**src/rtl/pw_rx_pkg.sv**
```systemverilog
package pw_rx_pkg;
  localparam int unsigned BYTE_W = 8;
  localparam int unsigned BCNT_W = $clog2(BYTE_W);
  typedef logic [BYTE_W-1:0] byte_t;
  typedef struct packed {
    logic stb;
    logic val;
  } smp_t;
endpackage

```
**src/rtl/pw_line_sync.sv**
```systemverilog
module pw_line_sync #(
  parameter int unsigned STAGES = 2
) (
  input  logic clk_i,
  input  logic rst_ni,
  input  logic line_i,
  output logic lvl_o,
  output logic fall_o,
  output logic rise_o
);
  // [STAGES-1:0] synchronizer, top bit holds previous level
  logic [STAGES:0] chain_q;

  always_ff @(posedge clk_i or negedge rst_ni) begin
    if (!rst_ni) chain_q <= '1;
    else         chain_q <= {chain_q[STAGES-1:0], line_i};
  end

  assign lvl_o  = chain_q[STAGES-1];
  assign fall_o = chain_q[STAGES] & ~chain_q[STAGES-1];
  assign rise_o = ~chain_q[STAGES] & chain_q[STAGES-1];
endmodule

```
**src/rtl/pw_cell_timer.sv**
```systemverilog
module pw_cell_timer
  import pw_rx_pkg::*;
#(
  parameter int unsigned SAMPLE_CYC = 400
) (
  input  logic clk_i,
  input  logic rst_ni,
  input  logic lvl_i,
  input  logic fall_i,
  output smp_t smp_o
);
  localparam int unsigned CW = $clog2(SAMPLE_CYC + 1);

  logic          busy_q;
  logic [CW-1:0] cnt_q;
  smp_t          smp_q;

  always_ff @(posedge clk_i or negedge rst_ni) begin
    if (!rst_ni) begin
      busy_q <= 1'b0;
      cnt_q  <= '0;
      smp_q  <= '0;
    end else begin
      smp_q.stb <= 1'b0;
      if (!busy_q) begin
        if (fall_i) begin
          busy_q <= 1'b1;
          cnt_q  <= CW'(1);
        end
      end else if (cnt_q == CW'(SAMPLE_CYC)) begin
        busy_q <= 1'b0;
        smp_q  <= '{stb: 1'b1, val: lvl_i};
      end else begin
        cnt_q <= cnt_q + CW'(1);
      end
    end
  end

  assign smp_o = smp_q;
endmodule

```
**src/rtl/pw_byte_asm.sv**
```systemverilog
module pw_byte_asm
  import pw_rx_pkg::*;
(
  input  logic  clk_i,
  input  logic  rst_ni,
  input  smp_t  smp_i,
  input  logic  flush_i,
  output logic  valid_o,
  output byte_t data_o
);
  logic [BCNT_W-1:0] bcnt_q;
  byte_t             sh_q;
  byte_t             data_q;
  logic              valid_q;
  byte_t             nxt;
  logic              last;

  assign nxt  = {sh_q[BYTE_W-2:0], smp_i.val};
  assign last = (bcnt_q == BCNT_W'(BYTE_W - 1));

  always_ff @(posedge clk_i or negedge rst_ni) begin
    if (!rst_ni) begin
      bcnt_q  <= '0;
      sh_q    <= '0;
      data_q  <= '0;
      valid_q <= 1'b0;
    end else begin
      valid_q <= 1'b0;
      if (flush_i) begin
        bcnt_q <= '0;
      end else if (smp_i.stb) begin
        sh_q   <= nxt;
        bcnt_q <= last ? '0 : bcnt_q + BCNT_W'(1);
        if (last) begin
          data_q  <= nxt;
          valid_q <= 1'b1;
        end
      end
    end
  end

  assign valid_o = valid_q;
  assign data_o  = data_q;
endmodule

```
**src/rtl/pw_frame_end.sv**
```systemverilog
module pw_frame_end #(
  parameter int unsigned TIMEOUT_CYC = 1600
) (
  input  logic clk_i,
  input  logic rst_ni,
  input  logic lvl_i,
  input  logic fall_i,
  input  logic rise_i,
  output logic done_o
);
  localparam int unsigned CW = $clog2(TIMEOUT_CYC + 1);

  logic          armed_q;
  logic          done_q;
  logic [CW-1:0] cnt_q;

  always_ff @(posedge clk_i or negedge rst_ni) begin
    if (!rst_ni) begin
      armed_q <= 1'b0;
      done_q  <= 1'b0;
      cnt_q   <= '0;
    end else begin
      done_q <= 1'b0;
      if (fall_i) begin
        armed_q <= 1'b0;
      end else if (rise_i) begin
        armed_q <= 1'b1;
        cnt_q   <= '0;
      end else if (armed_q && lvl_i) begin
        if (cnt_q == CW'(TIMEOUT_CYC - 1)) begin
          armed_q <= 1'b0;
          done_q  <= 1'b1;
        end else begin
          cnt_q <= cnt_q + CW'(1);
        end
      end
    end
  end

  assign done_o = done_q;
endmodule

```
**src/rtl/pw_bit_rx.sv**
```systemverilog
module pw_bit_rx
  import pw_rx_pkg::*;
#(
  parameter int unsigned SYNC_STAGES = 2,
  parameter int unsigned SAMPLE_CYC  = 400,
  parameter int unsigned TIMEOUT_CYC = 1600
) (
  input  logic        clk_i,
  input  logic        rst_ni,
  input  logic        line_i,
  output logic        byte_valid_o,
  output logic [7:0]  byte_data_o,
  output logic        frame_done_o
);
  logic  lvl, fall, rise, done;
  smp_t  smp;
  logic  samp_stb;
  byte_t data;

  pw_line_sync #(.STAGES(SYNC_STAGES)) u_sync (
    .clk_i (clk_i), .rst_ni(rst_ni), .line_i(line_i),
    .lvl_o (lvl),   .fall_o(fall),   .rise_o(rise)
  );

  pw_cell_timer #(.SAMPLE_CYC(SAMPLE_CYC)) u_cell (
    .clk_i(clk_i), .rst_ni(rst_ni), .lvl_i(lvl), .fall_i(fall), .smp_o(smp)
  );

  pw_byte_asm u_asm (
    .clk_i(clk_i), .rst_ni(rst_ni), .smp_i(smp), .flush_i(done),
    .valid_o(byte_valid_o), .data_o(data)
  );

  pw_frame_end #(.TIMEOUT_CYC(TIMEOUT_CYC)) u_fend (
    .clk_i(clk_i), .rst_ni(rst_ni), .lvl_i(lvl), .fall_i(fall),
    .rise_i(rise), .done_o(done)
  );

  assign samp_stb     = smp.stb;
  assign byte_data_o  = data;
  assign frame_done_o = done;
endmodule

```
**config.mk**
```make
export PLATFORM = sky130hd
export DESIGN_NAME = pw_bit_rx
export DESIGN_NICKNAME = d
export VERILOG_FILES = /design/src/rtl/pw_rx_pkg.sv /design/src/rtl/pw_line_sync.sv /design/src/rtl/pw_cell_timer.sv /design/src/rtl/pw_byte_asm.sv /design/src/rtl/pw_frame_end.sv /design/src/rtl/pw_bit_rx.sv
export SDC_FILE = /design/constraint.sdc
export NUM_CORES = 1
export LEC_CHECK = 0
export BUFFER_PORTS_ARGS = -buffer_cell sky130_fd_sc_hd__buf_2
export CELL_PAD_IN_SITES_DETAIL_PLACEMENT = 0
export CELL_PAD_IN_SITES_GLOBAL_PLACEMENT = 1
export CORE_MARGIN = 2
export CORE_UTILIZATION = 44
export DETAILED_ROUTE_END_ITERATION = 12
export PLACE_DENSITY = 0.86
export RECOVER_POWER = 25
export SLEW_MARGIN = 20
export SYNTH_ARGS = -nofsm -noshare
export SYNTH_HDL_FRONTEND = slang
export SYNTH_HIERARCHICAL = 1
export SYNTH_SLANG_ARGS = --single-unit
```
**constraint.sdc**
```tcl
create_clock -name clk_i -period 1.94 [get_ports clk_i]
set_clock_uncertainty 0.1 [all_clocks]
set_input_delay 0.194 -clock clk_i [delete_from_list [all_inputs] [get_ports clk_i]]
set_output_delay 0.194 -clock clk_i [all_outputs]
set_load 0.02 [all_outputs]
```
======== Word level (Yosys, flattened, before mapping) ========
Cells that the tools add are included.
storage, ports and cells
  register bits ........................... 47
  latch bits .............................. 0
  memory bits (writable) .................. 0
  ROM bits ................................ 0
  input bits .............................. 3
  output and inout bits ................... 10
  logic and storage cells ................. 63
  memories ................................ 0
cells by class
  $add $sub $neg .......................... 3
  multipliers ............................. 0
  div/mod/pow operators ................... 0
  $lt $le $gt $ge ......................... 0
  eq/ne operators ......................... 5
  shift operators ......................... 0
  multiplexer cells ....................... 25
  bitwise gates (word level) .............. 6
  reduce and logical (&&, ||, !) cells .... 12
operators by type and width
  kind                     number
  $mux W11                 3
  $mux W9                  3
  $mux W1                  14
  $add A11 B1 Y11 const B  1
  $eq A11 B11 Y1 const B   1
  $add A9 B1 Y9 const B    1
  $eq A9 B9 Y1 const B     1
  $mux W3                  3
  $reduce_and A2 Y1        4
  $reduce_and A3 Y1        2
  $reduce_bool A2 Y1       3
  $reduce_bool A3 Y1       2
  $mux W2                  2
  $ne A2 B2 Y1 const B     2
  $not A1 Y1               4
  $add A3 B1 Y3 const B    1
  $eq A3 B3 Y1 const B     1
  $and A1 B1 Y1            2
  $logic_and A1 B1 Y1      1

======== Logic depth before layout (Yosys ltp) ========
  depth after elaboration ................. 5
  mapped depth ............................ 7
  mapped depth without buffers ............ 5

======== Modules after synthesis ========
The synthesis kept the hierarchy.
modules (own cells, without submodules)
  module         instances  cells an instance  area an instance (µm²)  seq. area each (µm²)
  pw_byte_asm    1          49                 838.3                   475.5
  pw_frame_end   1          88                 818.3                   325.3
  pw_cell_timer  1          62                 639.4                   300.3
  pw_line_sync   1          5                  93.8                    78.8

======== Worst setup path after synthesis ========
OpenSTA, ideal clock, no wires.
  path kind ............................... reg2reg
  start ................................... register u_sync.chain_q[1]
  end ..................................... register u_fend.cnt_q[5]
  library setup time ...................... 104 ps
  arrival time ............................ 1703 ps
  data required time ...................... 1736 ps
  slack ................................... 33 ps
  stages on the path, launching flop included .. 7
  path buffers ............................ 2
  period minus slack after synthesis ...... 1907 ps
  path through ............................ dfstp_2 nor2b_1 buf_2 or2_0 clkbuf_1 or4_1 o311ai_1
on the way
  longest elaborated chain between the ends .. 4
  elaborated cells on any way between the ends .. 9
  classes of those cells .................. eq/ne (1); mux (1); bitwise (4); reduce/logical (3)
ends and longest elaborated chain
  what                         RTL line            RTL
  start: declaration           pw_line_sync.sv:12  logic [STAGES:0] chain_q;
  start signal: assignment     pw_line_sync.sv:16  else chain_q <= {chain_q[STAGES-1:0], line_i};
  $not A1 Y1                   pw_line_sync.sv:20  assign fall_o = chain_q[STAGES] & ~chain_q[STAGES-1];
  $and A1 B1 Y1                pw_line_sync.sv:20
  net fall                     pw_bit_rx.sv:15     logic lvl, fall, rise, done;
  $not A1 Y1 (no line)         -
  $reduce_and A3 Y1 (no line)  -
  end signal: assignment       pw_frame_end.sv:34  cnt_q <= cnt_q + CW'(1);
  end: declaration             pw_frame_end.sv:15  logic [CW-1:0] cnt_q;
The timed path passes the listed nets, and every way through them passes these cells.
A chain may end at the register's enable or synchronous reset.

======== Final worst setup path ========
  start ................................... register u_fend.cnt_q[0]
  end ..................................... register u_fend.cnt_q[1]
on the way
  longest elaborated chain between the ends .. 4
  elaborated cells on any way between the ends .. 7
  classes of those cells .................. add/sub (1); eq/ne (2); mux (3); reduce/logical (1)
ends and longest elaborated chain
  what             RTL line            RTL
  $add A11 B1 Y11  pw_frame_end.sv:34
  $mux W11         pw_frame_end.sv:30  if (cnt_q == CW'(TIMEOUT_CYC - 1)) begin
  $mux W11         pw_frame_end.sv:29  end else if (armed_q && lvl_i) begin
  $mux W11         pw_frame_end.sv:26  end else if (rise_i) begin
Parallel ways exist; a longest one is shown, timed or not. The select of a mux whose other input is x is not followed.

==> run summary <==
Status = finished clean
Comb pwr share = 0.153
Setup crit start kind = register
Pint = 0.001663 W
Critical path class = reg -> reg
WL final = 4421 µm
Cell Pwr Density = 861.5 nW/µm²
Post-synth EDFFs = 0
Die Ht = 77.70 µm
Largest family of logic cells by synthesized area = simple AND/OR/NAND/NOR gates
# diodes = 0
Core box area = 5172 µm²
Commonest non-fill, non-tap cell in the layout = dfrtp_1
Routability congestion estimate = 0.7405
Hold Violations, Final = 0
Distinct cells, synth = 56
DRC = 0
Total global-route track usage = 0.1617
Post-route ant nets = 0
Via count = 1,661
Nets = 235
Final HPWL DP = 3130 µm
Clock buffer count from CTS = 5
Initial core utilization = 0.4620
Mux contribution to synthesized area = 0.1131
Flop pwr share = 0.529
Site Rows = 26
Max Cap Viol = 0
Largest net degree at the start of global routing = 22
Xor/xnor cell area share of the yosys netlist = 0
Die area = 6037 µm²
Slew margin rel. = 0.4152
Prevailing post-synth register cell = dfrtp_1
Register bit count reported by yosys = 47
Setup_tns = 0 ns
# setup viols final = 0
DIE WIDTH = 77.70 µm
Via/cell ratio = 5.574
Placed Cells = 288
Post-Synth Adder-Cell Area = 0.02618
Clock power share = 0.318
Final period util = 0.9520
VDD IR max = 361.4 µV
Post-Syn Nets = 212
Area added between synthesis and finish = 12.83%
Syn Inst Count = 204
IO Count = 13
Critical Path AT = 1.94 ns
Post-route insts no fill = 298
DR WL/cell = 14.84 µm
Clock transition at path regs = 0.09 ns
Leakage power = 1.331 nW
H-tree Lvls = 2
Total gr overflow = 0
CP required = 2.03 ns
TritonRoute pass-1 iters = 4
Vias in the first global route = 1,626
Unrepaired setup endpoints after global routing = false
CP endpoint kind = register
Crit path max fanout = 7
Fraction of registers with async set/reset = 1.000
F_max = 541.5 MHz
Mapped Area = 2390 µm²
Minimum clock period = 1.847 ns
P_sw = 0.0006602 W
Seq/Total Area, Yosys = 0.4937
Simple logic cell fraction of the synthesized area = 0.1969
Share of cells above drive strength 1 = 0.2719
Switching share of power = 0.2842
Worst min-delay path category = reg -> reg
Commonest cells after routing, fill and taps aside = 44 x dfrtp_1, 16 x mux2_4, 16 x nand2_1
Final slew viol count = 0
Clock sink count = 47
Initial antenna violation count = 0
Starting DRT DRC Count = 111
Clk_lat worst skew = 0.31 ns
CTS tree = yes
First-pass GRT wire length = 7721 µm
IO buf count = 12
Slew of the pin with the lowest slew margin = 0.8773 ns
Ys Warns = 6
Filler cells = 442
Clk buf depth = 2
CTS root buf = clkbuf_8
Post-synthesis compound-gate area fraction = 0.1346
Mapped Avg Cell Area = 11.71 µm²
## final cells by class
class / instances / area (µm²) / area share
inverters: 11 / 41.29 / 0.01531
clock inverters: 3 / 47.55 / 0.01763
multi-input cells: 139 / 1127 / 0.4181
clock buffers: 5 / 68.82 / 0.02552
repair buffers: 23 / 143.9 / 0.05336
well taps: 70 / 87.58 / 0.03248
flip-flops and latches: 47 / 1180 / 0.4376
## per-layer routing
metal  track usage  wire, µm
met3       0.03605       159
met1        0.2175      2137
met4       0.06071        71
met2        0.2552      2053
met5             0         0
## worst max-delay path: stages, from the launching register on
cell,delay (ns)
dfrtp_1,0.41
ha_2,0.23
nand4_4,0.17
or4_4,0.54
a32oi_1,0.21
o21ai_1,0.08
## logic make-up (layout without fill, tap and decap cells)
family | count (synthesis) | in the layout
and+or+nand+nor | 73 | 73
DFF | 47 | 47
AOI/OAI and AO/OA | 42 | 42
muxes | 19 | 19
buffers and inverters | 18 | 42
adders and majority gates | 5 | 5
## state kept, by name, summed over array words and instances (netlist names)
register / flops
u_asm/data_o: 8
u_asm/bcnt_q: 3
u_fend/done_o: 1
u_sync/chain_q: 3
u_fend/armed_q: 1
u_cell/cnt_q: 9
u_cell/smp_o: 2
u_cell/busy_q: 1
u_fend/cnt_q: 11
u_asm/sh_q: 7
u_asm/valid_o: 1
## repair_timing
item / in CTS / in global routing
hold endpoints to repair: 12 / 0
hold buffers: 2 / 0
gates resized for setup: 0 / 1
setup endpoints to repair: 0 / 2
setup buffers: 0 / 0
## per-stage QoR
step | instance area, µm² | total power [W] | utilization | setup WS [ns] | hold slack, ns
floorplan | 2390 | 0.001481 | - | 0.03281 | -0.2016
global placement | 2561 | 0.001582 | 0.4952 | 0.1289 | 0.02715
detailed placement | 2561 | 0.001598 | 0.4952 | 0.09789 | 0.03849
CTS | 2698 | 0.002353 | 0.5215 | 0.07353 | 0.2364
global route | 2696 | 0.002468 | 0.5213 | 0.009171 | 0.2693
finish | 2696 | 0.002323 | 0.5213 | 0.09311 | 0.2594
## path summary, 6_finish.rpt
check	depth (start not counted)	startpoint	slack [ns]	endpoint
max in group asynchronous	3	rst_ni	0.49	u_asm/data_o[0]
worst max-delay path	5	u_fend/cnt_q[0]	0.09	u_fend/cnt_q[1]
worst min-delay path	0	u_sync/chain_q[0]	0.26	u_sync/chain_q[1]
min in group asynchronous	2	rst_ni	0.41	u_fend/cnt_q[3]
worst max register to register	5	u_fend/cnt_q[0]	0.09	u_fend/cnt_q[1]
worst min register to register	0	u_sync/chain_q[0]	0.26	u_sync/chain_q[1]
## synth_stat cells (3+ instances only)
master	number	area, µm²
a211o_1	3	26.28
a211oi_1	3	22.52
a21oi_1	8	40.04
a31oi_1	6	37.54
and3_1	5	31.28
clkbuf_1	3	11.26
dfrtp_1	44	1101
dfstp_2	3	78.83
ha_1	5	62.56
inv_1	10	37.54
mux2_4	16	240.2
mux2i_1	3	30.03
nand2_1	16	60.06
nand2b_1	3	18.77
nand3_1	7	35.03
nor2_1	9	33.78
nor4_1	5	31.28
o21ai_0	4	20.02
## power by group through the flow
| stage | Combinational [W] | Sequential [W] | Clock (W) |
|---|---|---|---|
| 2_1_floorplan | 0.000275 | 0.00121 | 0 |
| 3_3_place_gp | 0.000341 | 0.00124 | 0 |
| 3_5_place_dp | 0.000355 | 0.00124 | 0 |
| 4_1_cts | 0.000358 | 0.00123 | 0.000768 |
| 5_1_grt | 0.000409 | 0.00125 | 0.000808 |
| 6_report | 0.000355 | 0.00123 | 0.000739 |
Note: power is estimated with default switching activity, not from simulation.
